### config.mk
export PLATFORM = sky130hd
export DESIGN_NAME = cal_sleep_ctrl
export DESIGN_NICKNAME = d
export VERILOG_FILES = /design/src/rtl/cal_ctl_pkg.sv /design/src/rtl/cal_low_timer.sv /design/src/rtl/cal_offset_acc.sv /design/src/rtl/cal_mode_reg.sv /design/src/rtl/cal_sleep_ctrl.sv
export SDC_FILE = /design/constraint.sdc
export NUM_CORES = 1
export LEC_CHECK = 0
export ABC_AREA = 1
export BUFFER_PORTS_ARGS = -buffer_cell sky130_fd_sc_hd__buf_4
export CORE_MARGIN = 10
export CORE_UTILIZATION = 39
export CTS_CLUSTER_SIZE = 14
export DETAILED_ROUTE_END_ITERATION = 16
export PLACE_DENSITY_LB_ADDON = 0.1
export SLEW_MARGIN = 40
export SYNTH_ARGS = -nofsm -noshare
export SYNTH_HDL_FRONTEND = slang
export SYNTH_SLANG_ARGS = --single-unit
### constraint.sdc
create_clock -name clk -period 4.25 [get_ports clk]
set_input_delay 0.85 -clock clk [delete_from_list [all_inputs] [get_ports clk]]
set_output_delay 0.85 -clock clk [all_outputs]
set_load 0.01 [all_outputs]
### src/rtl/cal_ctl_pkg.sv
package cal_ctl_pkg;

    typedef enum logic [1:0] {
        ST_RUN     = 2'd0,
        ST_DOZE    = 2'd1,
        ST_MEASURE = 2'd2,
        ST_PARKED  = 2'd3
    } cal_state_e;

    localparam int          MODE_W       = 8;
    localparam int          MODE_OVR_BIT = 7;
    localparam int          MODE_CAL_BIT = 6;
    localparam int          THR_LSB      = 1;
    localparam int          THR_W        = 3;
    localparam logic [2:0]  THR_RESET    = 3'd7;

endpackage

### src/rtl/cal_low_timer.sv
module cal_low_timer #(
    parameter int unsigned QUIET_CYCLES = 327680
) (
    input  logic clk,
    input  logic rst_n,
    input  logic line_i,
    output logic low_long_o
);
    localparam int CW = $clog2(QUIET_CYCLES + 1);
    localparam logic [CW-1:0] LIMIT = CW'(QUIET_CYCLES);

    logic [CW-1:0] cnt_q;

    always_ff @(posedge clk or negedge rst_n) begin
        if (!rst_n) begin
            cnt_q <= '0;
        end else if (line_i) begin
            cnt_q <= '0;
        end else if (cnt_q != LIMIT) begin
            cnt_q <= cnt_q + 1'b1;
        end
    end

    assign low_long_o = (cnt_q == LIMIT);

    AST_LINE_HIGH_CLEARS_LOW: assert property (@(posedge clk) disable iff (!rst_n)
        line_i |=> !low_long_o);

endmodule

### src/rtl/cal_offset_acc.sv
module cal_offset_acc #(
    parameter int W = 8
) (
    input  logic                clk,
    input  logic                rst_n,
    input  logic                clear_i,
    input  logic                en_i,
    input  logic                up_i,
    input  logic                dn_i,
    output logic signed [W-1:0] acc_o,
    output logic signed [W-1:0] acc_next_o
);
    localparam logic signed [W-1:0] MAXV = {1'b0, {(W-1){1'b1}}};
    localparam logic signed [W-1:0] MINV = {1'b1, {(W-1){1'b0}}};

    always_comb begin
        acc_next_o = acc_o;
        if (clear_i) begin
            acc_next_o = '0;
        end else if (en_i) begin
            if (up_i && !dn_i && acc_o != MAXV) begin
                acc_next_o = acc_o + 1'b1;
            end else if (dn_i && !up_i && acc_o != MINV) begin
                acc_next_o = acc_o - 1'b1;
            end
        end
    end

    always_ff @(posedge clk or negedge rst_n) begin
        if (!rst_n) begin
            acc_o <= '0;
        end else begin
            acc_o <= acc_next_o;
        end
    end

    AST_ACC_TOP_SAT: assert property (@(posedge clk) disable iff (!rst_n)
        (en_i && !clear_i && up_i && !dn_i && acc_o == MAXV) |=> acc_o == MAXV);

    AST_ACC_BOTTOM_SAT: assert property (@(posedge clk) disable iff (!rst_n)
        (en_i && !clear_i && dn_i && !up_i && acc_o == MINV) |=> acc_o == MINV);

    AST_ACC_BOTH_HOLD: assert property (@(posedge clk) disable iff (!rst_n)
        (en_i && !clear_i && up_i && dn_i) |=> $stable(acc_o));

endmodule

### src/rtl/cal_mode_reg.sv
module cal_mode_reg
    import cal_ctl_pkg::*;
(
    input  logic              clk,
    input  logic              rst_n,
    input  logic              wr_i,
    input  logic [MODE_W-1:0] wdata_i,
    input  logic              done_i,
    output logic              ovr_o,
    output logic              cal_o,
    output logic [THR_W-1:0]  thr_o
);
    logic [THR_W-1:0] wthr;

    assign wthr = wdata_i[THR_LSB +: THR_W];

    always_ff @(posedge clk or negedge rst_n) begin
        if (!rst_n) begin
            ovr_o <= 1'b0;
            cal_o <= 1'b0;
            thr_o <= THR_RESET;
        end else begin
            if (wr_i) begin
                ovr_o <= wdata_i[MODE_OVR_BIT];
                cal_o <= wdata_i[MODE_CAL_BIT];
                if (wthr != '0) begin
                    thr_o <= wthr;
                end
            end
            if (done_i) begin
                ovr_o <= 1'b0;
                cal_o <= 1'b0;
            end
        end
    end

    AST_THR_NEVER_ZERO: assert property (@(posedge clk) disable iff (!rst_n)
        thr_o != '0);

    AST_ZERO_THR_WRITE_KEPT: assert property (@(posedge clk) disable iff (!rst_n)
        (wr_i && wthr == '0) |=> $stable(thr_o));

    AST_DONE_CLEARS_BITS: assert property (@(posedge clk) disable iff (!rst_n)
        done_i |=> (!cal_o && !ovr_o));

endmodule

### src/rtl/cal_sleep_ctrl.sv
module cal_sleep_ctrl
    import cal_ctl_pkg::*;
#(
    parameter int unsigned QUIET_CYCLES = 327680,
    parameter int unsigned CAL_CYCLES   = 117964800,
    parameter int          OFS_W        = 8
) (
    input  logic             clk,
    input  logic             rst_n,
    input  logic             line_i,
    input  logic             quiet_i,
    input  logic             mode_wr_i,
    input  logic [7:0]       mode_wdata_i,
    input  logic             ofs_up_i,
    input  logic             ofs_dn_i,
    output logic [7:0]       mode_rd_o,
    output logic [2:0]       thr_sel_o,
    output logic [OFS_W-1:0] offset_o,
    output logic             sleep_o,
    output logic             cal_busy_o
);
    localparam int CCW = $clog2(CAL_CYCLES + 1);
    localparam logic [CCW-1:0] LAST = CCW'(CAL_CYCLES - 1);

    cal_state_e state_q, state_d;

    logic low_long;
    logic ovr_bit, cal_bit;
    logic [THR_W-1:0] thr;
    logic start_ok, cont_ok, cal_done;
    logic [CCW-1:0] win_cnt_q;
    logic acc_clear, acc_en;
    logic signed [OFS_W-1:0] acc_val, acc_next;
    logic [OFS_W-1:0] offset_q;

    cal_low_timer #(.QUIET_CYCLES(QUIET_CYCLES)) u_low (
        .clk        (clk),
        .rst_n      (rst_n),
        .line_i     (line_i),
        .low_long_o (low_long)
    );

    cal_mode_reg u_mode (
        .clk     (clk),
        .rst_n   (rst_n),
        .wr_i    (mode_wr_i),
        .wdata_i (mode_wdata_i),
        .done_i  (cal_done),
        .ovr_o   (ovr_bit),
        .cal_o   (cal_bit),
        .thr_o   (thr)
    );

    // Start needs the long-low interval; continuing only needs the line low.
    assign start_ok = cal_bit && quiet_i && (ovr_bit || low_long);
    assign cont_ok  = cal_bit && quiet_i && (ovr_bit || !line_i);
    assign cal_done = (state_q == ST_MEASURE) && cont_ok && (win_cnt_q == LAST);

    assign acc_clear = (state_q != ST_MEASURE);
    assign acc_en    = (state_q == ST_MEASURE) && cont_ok;

    cal_offset_acc #(.W(OFS_W)) u_acc (
        .clk        (clk),
        .rst_n      (rst_n),
        .clear_i    (acc_clear),
        .en_i       (acc_en),
        .up_i       (ofs_up_i),
        .dn_i       (ofs_dn_i),
        .acc_o      (acc_val),
        .acc_next_o (acc_next)
    );

    always_comb begin
        state_d = state_q;
        unique case (state_q)
            ST_RUN: begin
                if (start_ok)                  state_d = ST_MEASURE;
                else if (quiet_i && low_long)  state_d = ST_DOZE;
            end
            ST_DOZE: begin
                if (line_i)                    state_d = ST_RUN;
                else if (start_ok)             state_d = ST_MEASURE;
            end
            ST_MEASURE: begin
                if (!cont_ok)                  state_d = ST_RUN;
                else if (win_cnt_q == LAST)    state_d = ST_PARKED;
            end
            ST_PARKED: begin
                if (line_i)                    state_d = ST_RUN;
            end
            default:                           state_d = ST_RUN;
        endcase
    end

    always_ff @(posedge clk or negedge rst_n) begin
        if (!rst_n) begin
            state_q <= ST_RUN;
        end else begin
            state_q <= state_d;
        end
    end

    always_ff @(posedge clk or negedge rst_n) begin
        if (!rst_n) begin
            win_cnt_q <= '0;
        end else if (state_q == ST_MEASURE && state_d == ST_MEASURE) begin
            win_cnt_q <= win_cnt_q + 1'b1;
        end else begin
            win_cnt_q <= '0;
        end
    end

    always_ff @(posedge clk or negedge rst_n) begin
        if (!rst_n) begin
            offset_q <= '0;
        end else if (cal_done) begin
            offset_q <= acc_next;
        end
    end

    always_comb begin
        sleep_o    = (state_q == ST_DOZE) || (state_q == ST_PARKED);
        cal_busy_o = (state_q == ST_MEASURE);
        thr_sel_o  = thr;
        offset_o   = offset_q;
        mode_rd_o  = {ovr_bit, cal_bit, 2'b00, thr, 1'b0};
    end

    AST_WAKE_ON_LINE_HIGH: assert property (@(posedge clk) disable iff (!rst_n)
        (sleep_o && line_i) |=> !sleep_o);

    AST_NO_SLEEP_WITHOUT_QUIET: assert property (@(posedge clk) disable iff (!rst_n)
        (state_q == ST_RUN && !quiet_i) |=> !sleep_o);

    AST_ABORT_ON_NOISE: assert property (@(posedge clk) disable iff (!rst_n)
        (state_q == ST_MEASURE && !quiet_i) |=> state_q == ST_RUN);

    AST_ABORT_KEEPS_CAL: assert property (@(posedge clk) disable iff (!rst_n)
        (state_q == ST_MEASURE && !quiet_i && !mode_wr_i) |=> $stable(cal_bit));

    AST_OVR_HOLDS_RUN: assert property (@(posedge clk) disable iff (!rst_n)
        (state_q == ST_MEASURE && ovr_bit && cal_bit && quiet_i
         && win_cnt_q != LAST && !mode_wr_i) |=> cal_busy_o);

    AST_PARKED_AFTER_DONE: assert property (@(posedge clk) disable iff (!rst_n)
        cal_done |=> (state_q == ST_PARKED));

endmodule

-- Word level (Yosys, flattened, before mapping)
Cells that the tools add are included.
- register bits after elaboration: 69
- input bits: 15
- output and inout bits: 21
- logic and storage cells: 63
- add/subtract/negate cells: 4
- equal/unequal tests: 10
- multiplexer cells: 19
- reduce and logical (&&, ||, !) cells: 22
- operators by type and width (kind ; count):
    two-way mux 19 bit ; 2
    two-way mux 8 bit ; 4
    adder 27 x 1 -> 27 bit (second input constant) ; 1
    == test 27 bit (second input constant) ; 1
    two-way mux 27 bit ; 1
    adder 19 x 1 -> 19 bit (second input constant) ; 1
    == test 19 bit (second input constant) ; 1
    inequality test 19 bit (second input constant) ; 1
    inequality test 8 bit (second input constant) ; 2
    two-way mux 2 bit ; 7
    logical AND 1 bit ; 11
    adder 8 x 1 -> 8 bit (second input constant) ; 1
    case mux 2 bit (4 select lines) ; 1
    subtractor 8 x 1 -> 8 bit (second input constant) ; 1
    == test 2 bit (second input constant) ; 3
    two-way mux 1 bit ; 4
    nonzero test 2 bit ; 2
    zero test 1 bit ; 3
    logical OR 1 bit ; 3
    nonzero test 3 bit ; 1
    == test 2 x 1 -> 1 bit (second input constant) ; 1
    zero test 2 bit ; 1
    inequality test 2 bit (second input constant) ; 1
    AND reduction 2 bit ; 1

-- Depth between registers and ports, before layout
Gate-level depths: netlist of the first run.
- depth in word-level cells: 9
- mapped depth: 12

-- By module
From an unflattened synthesis of the first run, not the netlist that was laid out.
- cell total of the unflattened synthesis: 614
- area, all modules: 4424.2 sq um
- modules (own cells, without submodules) (module ; instances ; cells an instance ; area each (sq um) ; sequential area each (sq um)):
    cal_sleep_ctrl ; 1 ; 309 ; 2308.5 ; 925.9
    cal_low_timer ; 1 ; 167 ; 1186.1 ; 475.5
    cal_offset_acc ; 1 ; 112 ; 714.4 ; 200.2
    cal_mode_reg ; 1 ; 26 ; 215.2 ; 128.9

-- Least setup slack after synthesis of the first run
Ideal clock, no wire load.
- kind: input -> register
- start: input port line_i
- end: register win_cnt_q[13]
- data arrival time: 1.926 ns
- path slack: 2.203 ns
- stages: 10
- buffers on the path: 2
- path through: buf_6 clkinv_2 nor2_2 nor3_4 inv_2 nor2_2 nand2_2 nand4_4 buf_8 nor2_2
- cells in the longest elaborated chain, start to end: 8
- ends and longest elaborated chain (what ; RTL line ; source):
    from (decl) ; cal_sleep_ctrl.sv:10 ; input logic line_i,
    zero test 1 bit ; cal_sleep_ctrl.sv:56 ; assign cont_ok = cal_bit && quiet_i && (ovr_bit || !line_i);
    logical OR 1 bit ; cal_sleep_ctrl.sv:56 ;
    logical AND 1 bit ; cal_sleep_ctrl.sv:56 ;
    two-way mux 2 bit ; cal_sleep_ctrl.sv:85 ; if (!cont_ok) state_d = ST_RUN;
    case mux 2 bit (4 select lines) * ; cal_sleep_ctrl.sv:75 ; unique case (state_q)
    == test 2 bit * ; cal_sleep_ctrl.sv:106 ; end else if (state_q == ST_MEASURE && state_d == ST_MEASURE) begin
    logical AND 1 bit * ; cal_sleep_ctrl.sv:106 ;
    two-way mux 27 bit * ; cal_sleep_ctrl.sv:106 ;
    to (signal assigned) ; cal_sleep_ctrl.sv:107 ; win_cnt_q <= win_cnt_q + 1'b1;
    to (decl) ; cal_sleep_ctrl.sv:31 ; logic [CCW-1:0] win_cnt_q;
Mark *: on every way between the ends. The rest lies on a longest branch, timed or not.
A chain may end at the register's enable or synchronous reset.

-- Final worst setup path of the first run
- start: input port line_i
- end: register offset_q[6] (netlist: offset_o[6])
- cells in the longest elaborated chain, start to end: 6
- ends and longest elaborated chain (what ; RTL line ; source):
    zero test 1 bit * ; cal_sleep_ctrl.sv:56 ;
    logical OR 1 bit * ; cal_sleep_ctrl.sv:56 ;
    logical AND 1 bit * ; cal_sleep_ctrl.sv:56 ;
    logical AND 1 bit * ; cal_sleep_ctrl.sv:57, cal_sleep_ctrl.sv:60 ;
    two-way mux 8 bit ; cal_offset_acc.sv:20 ; end else if (en_i) begin
    two-way mux 8 bit ; cal_offset_acc.sv:18 ; if (clear_i) begin
    to (signal assigned) ; cal_sleep_ctrl.sv:117 ; offset_q <= acc_next;
    to (decl) ; cal_sleep_ctrl.sv:34 ; logic [OFS_W-1:0] offset_q;
Marks and branches as above.

==> impl_metrics.tcl, run 1 <==
set metrics [dict create \
    clk-insertion-delay-late_ns 0.34 \
    drc 0 \
    route.detailed.wl_per_inst_um 12.4 \
    drv_slew 0 \
    detail-route-antenna-nets 0 \
    critical_path_arrival_ns 2.85 \
    synth_seq_cells 69 \
    die_width_um 121 \
    timing.critical_path.max_delay_family "simple AND/OR/NAND/NOR gates" \
    worst_slack_ns 1.68 \
    largest_net_degree_at_the_start_of_global_routing 70 \
    max_slew_margin_pct 51.7 \
    finalNetCount 563 \
    path_cells "buf_4, clkinv_2, nor2_2, nor3_4, nand3_1, inv_1, nand4_1, nand2_1" \
    crit_path_start_kind "primary input" \
    initial_core_util_pct 40.5 \
    outcome "complete, no violations" \
    number_of_flops_mapped_to_enable_cells_by_yosys 0 \
    drive_above_1_share_pct 15.2 \
    netlist_instances 516 \
    globalplace.congestion 0.856 \
    post-place-ws_ns 1.30 \
    wire_length_of_the_first_global_routing_pass_um 15400 \
    cts_setup_buffers 0 \
    insertedDiodeCount 0 \
    tritoncts_num_sinks 69 \
    power.leakage_nw 2.11 \
    skew_ns 0.0149 \
    synth-async-reset-ratio_pct 100 \
    worstPathRequired_ns 4.53 \
    synthToLayoutAreaGrowth_pct 10.5 \
    post_synth.cell_area_avg_sq_um 7.77 \
    route.detailed.vias_per_inst 4.75 \
    grt_antenna_before_repair 0 \
    timing.hold.worst.class "reg2reg" \
    p_per_area_mw_per_mm2 290 \
    synth-seq-area-share_pct 43.1 \
    dieArea_sq_mm 0.0147 \
    max-clock-path-buffers 2 \
    rows 36 \
    setup.worst_path.class "in2reg" \
    critPathBufInv 3 \
    boundaryPins 36 \
    setup_violations_final 0 \
    ys_dominant_reg_cell "dfrtp_1" \
    synthesis.area_sq_mm 0.00401 \
    num_vias 3230 \
    cts_buffers 9 \
    route.final.wire_length_um 8450 \
    htree_levels 3 \
    critPathCaptureType "flip-flop" \
    die_y_um 121 \
    track_usage_pct 12.5 \
    first_global_vias 3343 \
    critical_path_peak_fanout 16 \
    maxCapViolations 0 \
    detailedRoute.firstIterationViolations 143 \
    critPathSlowestCell "nor3_4" \
    peakVddDrop_uv 144 \
    report.final.hold_viol_count 0 \
    design.core.area_sq_mm 0.00991 \
    worst_margin_pin_slew_ns 0.721 \
    period_needed_ns 2.57 \
    cts.hold.buffers_added 0 \
    max_freq_ghz 0.389 \
    tritoncts "yes" \
    clock_tree.root_cell "clkbuf_8" \
    fin_crit_sh_pct 60.5 \
    dr.pass1.iters 4 \
    globalRoute.totalOverflow 0 \
    setup_total_negative_slack_ns 0 \
    worst_setup_hold_path_clk_slew_ns 0.08 \
    yosysUniqueCellTypes 39 \
    post_cts_resized 0 \
    place.detailed.hpwl_um 6130 \
    critical-path-max-stage-delay_ns 0.56 \
    yosys_warnings 0 \
    rsz_0062_raised_after_global_routing "no" \
    buffer_ports.inserted 29 \
]
[sequential cells by signal (all words and copies together), names as in the netlist]
name,flops
state_q,2
u_mode.ovr_o,1
u_mode.thr_o,3
offset_o,8
u_low.cnt_q,19
u_mode.cal_o,1
u_acc.acc_o,8
win_cnt_q,27
[synth_stat cells, types with 2 or more instances]
master    instances  area share [%]
nand2_1         105             9.8
inv_1            70             6.6
dfrtp_1          66              41
nor2_1           58             5.4
nand3_1          34             4.2
nor2_2           25             3.9
a21oi_1          21             2.6
nor3_1           21             2.6
xor2_1           20             4.4
nand4_1          19             3.0
o21ai_0          16             2.0
buf_4             8             1.5
ha_1              6             1.9
xnor2_1           6             1.3
and3_1            3            0.47
clkbuf_1          3            0.28
dfstp_2           3             2.0
nand2_2           3            0.47
nand3b_1          3            0.56
buf_6             2            0.56
buf_8             2            0.75
inv_2             2            0.19
nand3_2           2            0.50
nor3_4            2            0.81
o21ai_1           2            0.25
[through the flow]
step | area, sq um | cells | utilization (%) | power (mW) | hold slack [ns]
2_1_floorplan | 4020 | 518 | - | 0.801 | 0.433
3_3_place_gp | 4270 | 664 | 43.1 | 0.848 | 0.455
3_5_place_dp | 4280 | 664 | 43.2 | 0.850 | 0.469
4_1_cts | 4430 | 680 | 44.7 | 1.32 | 0.482
5_1_grt | 4430 | 680 | 44.7 | 1.37 | 0.509
6_report | 4430 | 680 | 44.7 | 1.29 | 0.480
[final cells by class]
cell class | count | area (sq um)
fillers | 1033 | 5480
multi-input cells | 359 | 1880
flip-flops and latches | 69 | 1730
inverters | 74 | 279
repair buffers | 29 | 221
well taps | 133 | 166
clock buffers | 13 | 139
clock inverters | 3 | 15.0
[layout by cell type, fill, tap and decap left out, drive strengths merged, types with 3 or more instances in the layout]
master  synthesis  final
xnor2           6      6
inv            72     72
nor3           24     24
ha              6      6
nand4          21     21
clkbuf          3     13
and3            3      3
nand2         108    108
xor2           20     20
o21ai          18     18
nand3b          3      3
buf            13     29
conb            1      3
a21oi          21     21
clkinv          2      5
dfrtp          66     66
dfstp           3      3
nand3          36     36
nor2           84     84
[path summary, 6_finish.rpt]
path / slack [ns] / to / from / cells after the start
max reg2reg: 1.94 / offset_o[6] / state_q[0] / 7
max: 1.68 / offset_o[6] / line_i / 8
min in group asynchronous: 0.51 / win_cnt_q[2] / rst_n / 1
min: 0.48 / u_low.cnt_q[16] / u_low.cnt_q[16] / 1
min reg2reg: 0.48 / u_low.cnt_q[16] / u_low.cnt_q[16] / 1
max in group asynchronous: 3.29 / u_low.cnt_q[3] / rst_n / 1
[report_power, final]
part	internal, mW	total [mW]	switching [mW]	leakage [nW]
clock network	0.210	0.453	0.242	0.0812
registers	0.672	0.684	0.0122	0.945
logic	0.0480	0.150	0.102	1.08
total	0.930	1.29	0.356	2.11
[kinds of logic (layout without fill, tap and decap cells)]
family,count (synthesis),after routing,share of synthesized area [%]
XOR/XNOR,26,26,5.68
flip-flops,69,69,43.1
AO/OA/AOI/OAI,44,44,5.74
other,1,3,0.0935
buffers and inverters,90,119,10.2
adder cells (fa/ha/maj),6,6,1.87
AND/OR/NAND/NOR,280,280,33.3
[worst register-to-register path, delay by kind of cell, from the launching register on]
family	cells	cell delay (ns)
AND/OR/NAND/NOR	5	1.45
flip-flops	1	0.41
buffers and inverters	2	0.40
[layer usage]
layer  share of wire [%]  GRT usage, %  up-vias
met5                   0             0        -
met1                  47          15.1     1496
met2                  48          21.3       36
met4                 1.3          3.65        0
li1                    -             -     1689
met3                 3.0          3.44        9
(Power assumes the default switching activity.)
==> run 2, diff against run 1 <==
Clock period 4.25 ns to 2.5 ns, I/O delays scaled along.
==> impl_metrics.tcl, run 2 (synthesis results as in run 1) <==
set metrics [dict create \
    clk-insertion-delay-late_ns 0.35 \
    dieArea_sq_mm 0.0147 \
    first_global_vias 3256 \
    fill_cells 1039 \
    crit_path_start_kind "flip-flop" \
    crit_top_cell "nor2_1" \
    route.detailed.wl_per_inst_um 12.5 \
    globalRoute.totalOverflow 0 \
    num_vias 3240 \
    fin_crit_sh_pct 78.4 \
    setup_violations_final 0 \
    top_library_cells_by_usage_in_the_layout_fill_and_taps_aside "105 x nand2_1, 70 x inv_1, 66 x dfrtp_1" \
    critPathCaptureType "flip-flop" \
    critical_path_peak_fanout 18 \
    finalNetCount 569 \
    critPathSlowestCell "dfrtp_1" \
    rsz_0062_raised_after_global_routing "no" \
    top_register_by_number_of_flip_flops "win_cnt_q" \
    outcome "complete, no violations" \
    timing.reg2reg.worst_path_depth 12 \
    cts.hold.buffers_added 0 \
    insertedDiodeCount 0 \
    critical_path_arrival_ns 2.20 \
    setup.worst_path.class "reg2reg" \
    r2r_slack_ns 0.54 \
    globalplace.congestion 0.837 \
    detailedRoute.firstIterationViolations 110 \
    wire_length_of_the_first_global_routing_pass_um 15200 \
    synthToLayoutAreaGrowth_pct 12.3 \
    track_usage_pct 12.6 \
    grt_antenna_before_repair 0 \
    post_cts_resized 0 \
    critical-path-max-stage-delay_ns 0.40 \
    p_per_area_mw_per_mm2 504 \
    rows 36 \
    period_needed_ns 1.96 \
    grt-busiest-layer "met2" \
    detail-route-antenna-nets 0 \
    htree_levels 3 \
    die_y_um 121 \
    design.core.area_sq_mm 0.00991 \
    initial_core_util_pct 40.5 \
    met2_track_demand_over_resource_pct 20.8 \
    critPathBufInv 3 \
    boundaryPins 36 \
    max_freq_ghz 0.510 \
    timing.hold.worst.class "in2async" \
    peakVddDrop_uv 250 \
    worstPathRequired_ns 2.74 \
    cts_setup_buffers 0 \
    globalRouteMet1Util_pct 15.3 \
    die_width_um 121 \
    r2r_startpoint "u_low.cnt_q[0]" \
    tritoncts_num_sinks 69 \
    cts_buffers 9 \
    max-clock-path-buffers 2 \
    power.leakage_nw 2.15 \
    skew_ns 0.0124 \
    setup_total_negative_slack_ns 0 \
    timing.critical_path.max_delay_family "simple AND/OR/NAND/NOR gates" \
    route.detailed.vias_per_inst 4.72 \
    buffer_ports.inserted 29 \
    reg_top3 "win_cnt_q (27), u_low.cnt_q (19)" \
    timing.rr.end "win_cnt_q[0]" \
    tritoncts "yes" \
    power_mw 2.27 \
    report.final.hold_viol_count 0 \
    drv_slew 0 \
    grt_use_met3_pct 3.07 \
    maxCapViolations 0 \
    max_ffs_per_register 27 \
    worst_setup_hold_path_clk_slew_ns 0.07 \
    largest_net_degree_at_the_start_of_global_routing 38 \
    drc 0 \
    route.final.wire_length_um 8560 \
    path_cells "inv_1, ha_1, inv_1, nor2_1, nand2_1, nor2_1, nand3b_1, nor2_1, nand3_2, nand4_4, buf_12, nor2_1" \
    place.detailed.hpwl_um 6390 \
    dr.pass1.iters 4 \
    clock_tree.root_cell "clkbuf_8" \
    layout.cells.most_common "nand2_1" \
    drive_above_1_share_pct 16.1 \
]
## run 2: layer usage
metal | routed length, um | vias to the layer above | share of wire, %
met4 | 158 | 0 | 1.8
li1 | - | 1696 | -
met1 | 3910 | 1490 | 46
met2 | 4170 | 39 | 49
met5 | 0 | - | 0
met3 | 319 | 15 | 3.7
## run 2: report_power, final
group	total [mW]	switching [mW]	leakage [nW]	internal, mW
Combinational	0.266	0.175	1.12	0.0905
Clock	0.842	0.425	0.0840	0.417
Sequential	1.16	0.0203	0.945	1.14
## run 2: layout make-up
class,instances,area (sq um),area share (%)
tap,133,166,3.69
timing repair buffer,35,275,6.11
clock inverter,1,7.51,0.167
multi-input combinational,359,1880,41.7
clock buffer,15,166,3.69
sequential,69,1730,38.4
inverter,74,279,6.19
## run 2: through the flow
step | hold WS, ns | util, % | setup slack [ns] | cell area, sq um | std cells
2_1_floorplan | 0.204 | - | 0.803 | 4020 | 518
3_3_place_gp | 0.453 | 43.7 | 0.547 | 4330 | 670
3_5_place_dp | 0.454 | 43.7 | 0.526 | 4330 | 670
4_1_cts | 0.109 | 45.5 | 0.509 | 4510 | 686
5_1_grt | 0.123 | 45.5 | 0.287 | 4510 | 686
6_report | 0.105 | 45.5 | 0.540 | 4510 | 686
## run 2: worst max path at each step
stage | slack, ns | end | startpoint | cells after the start
after CTS | 0.51 | win_cnt_q[0] | win_cnt_q[0] | 9
after floorplan | 0.80 | win_cnt_q[13] | line_i | 10
after global placement | 0.55 | win_cnt_q[0] | win_cnt_q[0] | 9
after global routing | 0.29 | win_cnt_q[0] | u_low.cnt_q[0] | 11
after detailed placement | 0.53 | win_cnt_q[0] | win_cnt_q[0] | 9
final | 0.54 | win_cnt_q[0] | u_low.cnt_q[0] | 12
==> run 3, diff against run 2 <==
Clock period 2.5 ns to 1.7 ns, I/O delays scaled along.
==> impl_metrics.tcl, run 3 (synthesis results as in run 1) <==
set metrics [dict create \
    power.leakage_nw 2.43 \
    r2r_startpoint "u_low.cnt_q[0]" \
    path_cells "inv_2, ha_4, inv_2, nor2_2, nand2_1, nor2_2, nand3b_1, nor2_1, nand3_2, nand4_4, clkbuf_16, nor2_2" \
    buffer_ports.inserted 29 \
    peakVddDrop_uv 414 \
    critical-path-max-stage-delay_ns 0.39 \
    dr.pass1.iters 6 \
    initial_core_util_pct 40.5 \
    wire_length_of_the_first_global_routing_pass_um 15500 \
    setup_violations_final 27 \
    dieArea_sq_mm 0.0147 \
    route.final.wire_length_um 9320 \
    drc 0 \
    top_register_by_number_of_flip_flops "win_cnt_q" \
    boundaryPins 36 \
    finalNetCount 620 \
    place.detailed.hpwl_um 6720 \
    insertedDiodeCount 0 \
    max-clock-path-buffers 2 \
    timing.hold.worst.class "in2reg" \
    fin_crit_sh_pct 104 \
    worst_hold_slack_ns 0.243 \
    timing.critical_path.max_delay_family "simple AND/OR/NAND/NOR gates" \
    setup.worst_path.class "reg2reg" \
    detailedRoute.firstIterationViolations 113 \
    first_global_vias 3341 \
    rsz_0062_raised_after_global_routing "yes" \
    post-place-ws_ns -0.0496 \
    report.final.hold_viol_count 0 \
    max_freq_ghz 0.565 \
    maxCapViolations 0 \
    die_width_um 121 \
    worst_slack_ns -0.0694 \
    critical_path_peak_fanout 8 \
    reg_top3 "win_cnt_q (27), u_low.cnt_q (19)" \
    critPathSlowestCell "dfrtp_1" \
    fill_cells 997 \
    crit_path_start_kind "flip-flop" \
    cts_buffers 9 \
    layout.cells.most_common "nand2_1" \
    r2r_slack_ns -0.07 \
    seq_area_sq_mm 0.00173 \
    route.detailed.vias_per_inst 4.77 \
    globalRoute.totalOverflow 0 \
    route.detailed.wl_per_inst_um 12.7 \
    largest_net_degree_at_the_start_of_global_routing 34 \
    critical_path_arrival_ns 2.01 \
    tritoncts "yes" \
    clk-insertion-delay-late_ns 0.35 \
    crit_top_cell "nor2_2" \
    skew_ns 0.00955 \
    holdCritStartpoint "mode_wdata_i[2]" \
    multi_input_comb_area_sq_mm 0.00206 \
    drv_slew 0 \
    drive_above_1_share_pct 30.7 \
    synthToLayoutAreaGrowth_pct 27.9 \
    num_vias 3514 \
    max_ffs_per_register 27 \
    detail-route-antenna-nets 0 \
    rows 36 \
    worstPathRequired_ns 1.94 \
    track_usage_pct 12.8 \
    period_needed_ns 1.77 \
    grt_antenna_before_repair 0 \
    top_library_cells_by_usage_in_the_layout_fill_and_taps_aside "97 x nand2_1, 79 x buf_4, 66 x dfrtp_1" \
    htree_levels 3 \
    p_per_area_mw_per_mm2 691 \
    clock_tree.root_cell "clkbuf_8" \
    critPathLaunch "u_low.cnt_q[0]" \
    critPathBufInv 3 \
    design.core.area_sq_mm 0.00991 \
    worst_setup_hold_path_clk_slew_ns 0.08 \
    globalplace.congestion 0.861 \
    die_y_um 121 \
    outcome "finished with violations" \
    tritoncts_num_sinks 69 \
    critPathCaptureType "flip-flop" \
    failing_checks "setup timing" \
]
## run 3: cell type report
class / instances / share of cell area [%]
Sequential cell: 69 / 33.7
Timing Repair Buffer: 86 / 13.9
Clock inverter: 5 / 1.02
Multi-Input combinational cell: 359 / 40.1
Clock buffer: 10 / 2.49
Inverter: 74 / 5.54
Tap cell: 133 / 3.24
## run 3: repair_timing
action | 4_1_cts | 5_1_grt
endpoints found under the hold margin | 14 | 0
hold buffers | 1 | 0
endpoints found under the setup margin | 30 | 54
cloned | 0 | 1
resized for setup | 4 | 57
pin swaps | 0 | 19
buffers inserted | 1 | 7
## run 3: where the power goes
group          internal (mW)  switching, mW  total, mW
Sequential              1.68         0.0284       1.71
Clock                  0.663          0.643       1.31
Combinational          0.217          0.317      0.534
## run 3: worst paths after layout
check                      depth (start not counted)              end
setup reg to reg                                  12     win_cnt_q[8]
hold reg to reg                                    1  u_low.cnt_q[16]
min in group asynchronous                          2   u_low.cnt_q[1]
hold / removal                                     3  u_mode.thr_o[1]
setup / recovery                                  12     win_cnt_q[8]
max in group asynchronous                          3    win_cnt_q[20]
## run 3: worst register-to-register path, stage by stage, from the launching register on
cell       delay, ns
dfrtp_1         0.39
inv_2           0.08
ha_4            0.13
inv_2           0.03
nor2_2          0.08
nand2_1         0.06
nor2_2          0.12
nand3b_1        0.12
nor2_1          0.14
nand3_2         0.12
nand4_4         0.17
clkbuf_16       0.19
nor2_2          0.03
## run 3: layer usage
| metal | vias up | routed length, um | share of wire [%] | GRT usage [%] |
|---|---|---|---|---|
| li1 | 1804 | - | - | - |
| met5 | - | 0 | 0 | 0 |
| met2 | 30 | 4610 | 49 | 21.0 |
| met4 | 0 | 152 | 1.6 | 4.69 |
| met3 | 14 | 263 | 2.8 | 3.21 |
| met1 | 1666 | 4300 | 46 | 16.0 |
## run 3: through the flow
step / std cells / instance area (sq um) / util (%) / power [mW] / TNS, ns
global route: 736 / 5130 / 51.8 / 3.72 / -5.19
CTS: 728 / 4870 / 49.2 / 3.56 / -1.51
finish: 736 / 5130 / 51.8 / 3.55 / -1.47
floorplan: 518 / 4020 / - / 2.00 / 0
global placement: 711 / 4660 / 47.1 / 2.19 / -0.904
detailed placement: 711 / 4660 / 47.1 / 2.19 / -0.949
